--- src/rtl/rgd_pkg.sv ---
// Package: shared helpers for the reset pad glitch detector.
// Assumes: counts passed in are positive.
package rgd_pkg;
    // Width needed to hold values 0..max_val.
    function automatic int count_width(input int max_val);
        return (max_val < 2) ? 1 : $clog2(max_val + 1);
    endfunction
endpackage

--- src/rtl/rgd_run_counter.sv ---
// Module: rgd_run_counter
// Counts consecutive qualified low samples of the reset pad and saturates
// at MAX_COUNT. Any cycle without a qualified low returns the count to zero.
// Assumes: count_en is already qualified (pad low and no reset in progress).
module rgd_run_counter #(
    parameter int MAX_COUNT = 10,
    localparam int W = rgd_pkg::count_width(MAX_COUNT)
) (
    input  logic         clk,
    input  logic         rst_n,
    input  logic         count_en,
    output logic [W-1:0] count_o
);
    localparam logic [W-1:0] LIMIT = W'(MAX_COUNT);

    logic [W-1:0] count_q;

    // Purpose: advance the saturating low-run count, or restart it on any break.
    always_ff @(posedge clk) begin
        if (!rst_n) begin
            count_q <= '0;
        end else if (!count_en) begin
            count_q <= '0;
        end else if (count_q != LIMIT) begin
            count_q <= count_q + 1'b1;
        end
    end

    assign count_o = count_q;
endmodule

--- src/rtl/rgd_arm_latch.sv ---
// Module: rgd_arm_latch
// Holds the "short threshold passed" condition for the current low run.
// Clear has priority over set.
// Assumes: set_i and clr_i are single-cycle qualified events.
module rgd_arm_latch (
    input  logic clk,
    input  logic rst_n,
    input  logic set_i,
    input  logic clr_i,
    output logic armed_o
);
    logic armed_q;

    // Purpose: keep the arm state, dropping it whenever any clear source fires.
    always_ff @(posedge clk) begin
        if (!rst_n) begin
            armed_q <= 1'b0;
        end else if (clr_i) begin
            armed_q <= 1'b0;
        end else if (set_i) begin
            armed_q <= 1'b1;
        end
    end

    assign armed_o = armed_q;
endmodule

--- src/rtl/rgd_status_flag.sv ---
// Module: rgd_status_flag
// Sticky status bit. A hardware set beats any clear that arrives in the same cycle.
// Assumes: sw_clr_i is a one-cycle write-one strobe; hw_clr_i is a one-cycle event.
module rgd_status_flag (
    input  logic clk,
    input  logic rst_n,
    input  logic hw_set_i,
    input  logic sw_clr_i,
    input  logic hw_clr_i,
    output logic flag_o
);
    logic flag_q;

    // Purpose: update the sticky bit, with set taking priority over both clears.
    always_ff @(posedge clk) begin
        if (!rst_n) begin
            flag_q <= 1'b0;
        end else if (hw_set_i) begin
            flag_q <= 1'b1;
        end else if (sw_clr_i || hw_clr_i) begin
            flag_q <= 1'b0;
        end
    end

    assign flag_o = flag_q;
endmodule

--- src/rtl/rstpin_glitch_det.sv ---
// Module: rstpin_glitch_det
// Sorts each low period of the synchronized reset pad into noise, glitch or
// genuine reset, using a short arming count and a long qualifying count.
// Assumes: pad_rst_n_i is already synchronized to clk; rst_busy_i comes from
// the reset sequencer and is high for the whole reset cycle.
module rstpin_glitch_det #(
    parameter int ARM_CYCLES   = 2,
    parameter int VALID_CYCLES = 10
) (
    input  logic clk,
    input  logic rst_n,
    input  logic pad_rst_n_i,
    input  logic flag_clr_i,
    input  logic rst_busy_i,
    output logic valid_rst_o,
    output logic glitch_flag_o
);
    localparam int W = rgd_pkg::count_width(VALID_CYCLES);
    localparam logic [W-1:0] ARM_AT   = W'(ARM_CYCLES);
    localparam logic [W-1:0] VALID_AT = W'(VALID_CYCLES - 1);

    logic         low_ok;
    logic [W-1:0] run_count;
    logic         armed;
    logic         arm_set;
    logic         arm_clr;
    logic         glitch_hit;
    logic         valid_hit;
    logic         valid_q;

    // Purpose: qualify a pad low sample; nothing counts during a reset cycle.
    always_comb begin
        low_ok = !pad_rst_n_i && !rst_busy_i;
    end

    rgd_run_counter #(
        .MAX_COUNT (VALID_CYCLES)
    ) u_run (
        .clk      (clk),
        .rst_n    (rst_n),
        .count_en (low_ok),
        .count_o  (run_count)
    );

    // Purpose: decode the threshold events from the run count and pad state.
    always_comb begin
        arm_set    = low_ok && (run_count == ARM_AT);
        valid_hit  = low_ok && (run_count == VALID_AT);
        glitch_hit = armed && pad_rst_n_i && !rst_busy_i;
        arm_clr    = glitch_hit || valid_hit || rst_busy_i;
    end

    rgd_arm_latch u_arm (
        .clk     (clk),
        .rst_n   (rst_n),
        .set_i   (arm_set),
        .clr_i   (arm_clr),
        .armed_o (armed)
    );

    rgd_status_flag u_flag (
        .clk      (clk),
        .rst_n    (rst_n),
        .hw_set_i (glitch_hit),
        .sw_clr_i (flag_clr_i),
        .hw_clr_i (valid_hit),
        .flag_o   (glitch_flag_o)
    );

    // Purpose: register the genuine-reset event as a one-cycle pulse.
    always_ff @(posedge clk) begin
        if (!rst_n) begin
            valid_q <= 1'b0;
        end else begin
            valid_q <= valid_hit;
        end
    end

    assign valid_rst_o = valid_q;
endmodule

--- config.mk ---
export PLATFORM = sky130hd
export DESIGN_NAME = rstpin_glitch_det
export DESIGN_NICKNAME = d
export VERILOG_FILES = /design/src/rtl/rgd_pkg.sv /design/src/rtl/rgd_run_counter.sv /design/src/rtl/rgd_arm_latch.sv /design/src/rtl/rgd_status_flag.sv /design/src/rtl/rstpin_glitch_det.sv
export SDC_FILE = /design/constraint.sdc
export NUM_CORES = 1
export LEC_CHECK = 0
export BUFFER_PORTS_ARGS = -buffer_cell sky130_fd_sc_hd__buf_4
export CORE_AREA = 2 2 39 41
export DETAILED_ROUTE_END_ITERATION = 10
export DIE_AREA = 0 0 41 43
export GPL_TIMING_DRIVEN = 0
export PLACE_DENSITY = 0.38
export SETUP_SLACK_MARGIN = 0.3
export SYNTH_ARGS = -nofsm -noshare
export SYNTH_HDL_FRONTEND = slang
export SYNTH_SLANG_ARGS = --single-unit
--- constraint.sdc ---
create_clock -name clk -period 1.17 [get_ports clk]
set_input_delay 0.1755 -clock clk [delete_from_list [all_inputs] [get_ports clk]]
set_output_delay 0.1755 -clock clk [all_outputs]
set_load 0.02 [all_outputs]
==> out/results.txt <==
Clk root buf = clkbuf_4
Skew-Pair Late Insertion Delay = 0.25 ns
Drt first-iter violations = 3
Synth cell count leaders = 7 x dfxtp_1, 5 x nor2_1, 3 x ha_1
Worst EP required = 1.31 ns
Vias in the first global route = 283
Die width = 41 um
Longest Clk Path Bufs = 2
Total power = 489 uW
PnR worst setup slack = 0.158 ns
Critical path type = reg -> reg
Placed insts = 56
Max Freq = 0.989 GHz
Worst slew pin tran = 0.254 ns
# DRC = 0
Crit-path max FO = 5
Total grt overflow = 0
Slew margin rel. = 83.1%
Clock sink count = 7
Setup TNS = 0 ns
Gr usage total = 10.9%
Core area = 0.00138 mm^2
Share of layout cells above drive strength 1 = 50.0%
Final wirelength = 671 um
Pre-CTS WS = 0.154 ns
Count leader, synth = dfxtp_1
Sequential share of the synthesized area = 42.9%
Largest net degree at the start of global routing = 7
Die height = 43 um
Antenna-violating nets left = 0
Post-CTS Setup Inserts = 0
Global-route wire length before repair = 1.19 mm
Met2 WL post-DR = 381 um
CP max stage delay = 0.38 ns
Post-synth top area share = 42.9%
Final Wtd Congestion = 0.682
Die area = 0.00176 mm^2
TritonRoute pass-1 iters = 4
EDFF count, synth = 0
HPWL after DPL = 519 um
Cells after Synth = 34
Non-filler cells, final = 60
Final min period = 1.01 ns
Hold-fix buffers at CTS = 0
Power density over cell area = 1010 mW/mm^2
Number of CTS-inserted buffers = 3
Slew Limit Fails = 0
H-Tree Depth = 1
Crit path arrival time = 1.15 ns
Synthesis-to-layout area growth = 47.9%
Largest cells by area after synthesis = dfxtp_1 43%, ha_1 11%, nor2_1 5.7%
Cell taking the most area after synthesis = dfxtp_1
RSZ-0062 raised after global routing = true
Final hold vios = 0
Hold Crit Class = in -> reg
CTS tree = yes
Async S/R FF share, synth = 0%
Initial antenna violation count = 0
Synthesized area per cell = 9.60 um^2
Startpoint Class = register
Count of maximum capacitance violations = 0
YS warnings = 0
Mapped Area = 327 um^2
Reg2reg setup slack = 0.16 ns
Row Count = 14
Worst-path clk slew = 0.05 ns
Via count = 265
I/O pin count = 7
Top Metal Used = met3
Fin util = 34.9%
Syn nets = 42
Clk_skew = 0.000374 ns
Avg WL per Cell = 11.2 um
Nets = 53
Vias/cell = 4.42
Crit path capture type = register
Yosys cell types = 19
Worst-path cell chain = inv_2 > ha_4 > and4b_1 > and2_1
LEAKAGE = 0.000224 uW
Slowest cell on crit path = dfxtp_4
Status = complete, no violations
Fin crit share = 86.5%
Yosys reg bits = 7
Initial Util = 23.6%
Buffers on Ports = 6
Wl on met1 = 259 um
Main synth FF type = dfxtp_1
Final setup viols = 0
# diodes = 0
Worst vdd ir = 0.378 mV
WL met3 = 30 um
## cell type report
type,instances,area (um^2)
Multi-Input combinational cell,25,225
Fill cell,156,901
Tap cell,16,20.0
Clock buffer,4,26.3
Inverter,2,7.51
Timing Repair Buffer,6,52.6
Sequential cell,7,151
## layer usage
metal	vias up	track usage, %
met2	4	15.6
met5	-	0
met1	126	12.1
met3	0	3.14
li1	135	-
met4	0	10.0
## flip-flops by register name (all words and copies together) (netlist names)
| name | cells |
|---|---|
| u_arm.armed_o | 1 |
| u_flag.flag_o | 1 |
| u_run.count_o | 4 |
| valid_rst_o | 1 |
## timing repair
action,CTS,global route
gates resized for setup,5,3
pin swaps,3,2
setup endpoints to repair,8,9
## critical path, delay by kind of cell, from the launching register on
family                   cells  cell delay [ns]
AND/OR/NAND/NOR              2             0.33
adder cells (fa/ha/maj)      1             0.14
flip-flops                   1             0.38
buffers and inverters        1             0.05
## kinds of logic (layout without fill, tap and decap cells)
kind of cell / after synthesis / count (layout) / share of synthesized area [%]
buffers and inverters: 2 / 12 / 2.30
xor gates and xnor gates: 2 / 2 / 5.36
DFF: 7 / 7 / 42.9
adders and majority gates: 3 / 3 / 11.5
and+or+nand+nor: 17 / 17 / 31.0
AOI/OAI and AO/OA: 3 / 3 / 6.89
## metrics by stage
| step | area, um^2 | hold slack (ns) |
|---|---|---|
| 4_1_cts | 473 | 0.162 |
| 5_1_grt | 483 | 0.167 |
| 3_5_place_dp | 428 | 0.428 |
| 6_report | 483 | 0.170 |
| 3_3_place_gp | 428 | 0.411 |
| 2_1_floorplan | 363 | 0.303 |
## power by group
group | leakage, uW | internal [uW] | switching (uW)
Clock | 0.0000150 | 130 | 89.6
Sequential | 0.0000596 | 237 | 4.56
Combinational | 0.000149 | 16.3 | 11.0
## cell usage in the layout, fill, tap and decap left out, drive strengths merged
| master | n |
|---|---|
| dfxtp | 7 |
| buf | 6 |
| nor2 | 5 |
| clkbuf | 4 |
| nand3b | 3 |
| ha | 3 |
| inv | 2 |
| nand2 | 2 |
| xnor2 | 1 |
| nand2b | 1 |
| a21oi | 1 |
| and4b | 1 |
| and2 | 1 |
| nor3b | 1 |
| nor3 | 1 |
| nand3 | 1 |
| xor2 | 1 |
| nand4b | 1 |
| o21ai | 1 |
| a211oi | 1 |
## final timing paths
| check | start | endpoint | depth (start not counted) |
|---|---|---|---|
| worst max-delay path | u_run.count_o[1]$_SDFFE_PN0P_ | valid_rst_o$_SDFF_PN0_ | 4 |
| worst min-delay path | rst_n | valid_rst_o$_SDFF_PN0_ | 2 |
| worst max register to register | u_run.count_o[1]$_SDFFE_PN0P_ | valid_rst_o$_SDFF_PN0_ | 4 |
| worst min register to register | u_arm.armed_o$_SDFFE_PP0P_ | u_flag.flag_o$_SDFFE_PN0P_ | 2 |
No activity file was read; power rests on OpenSTA's default activity.
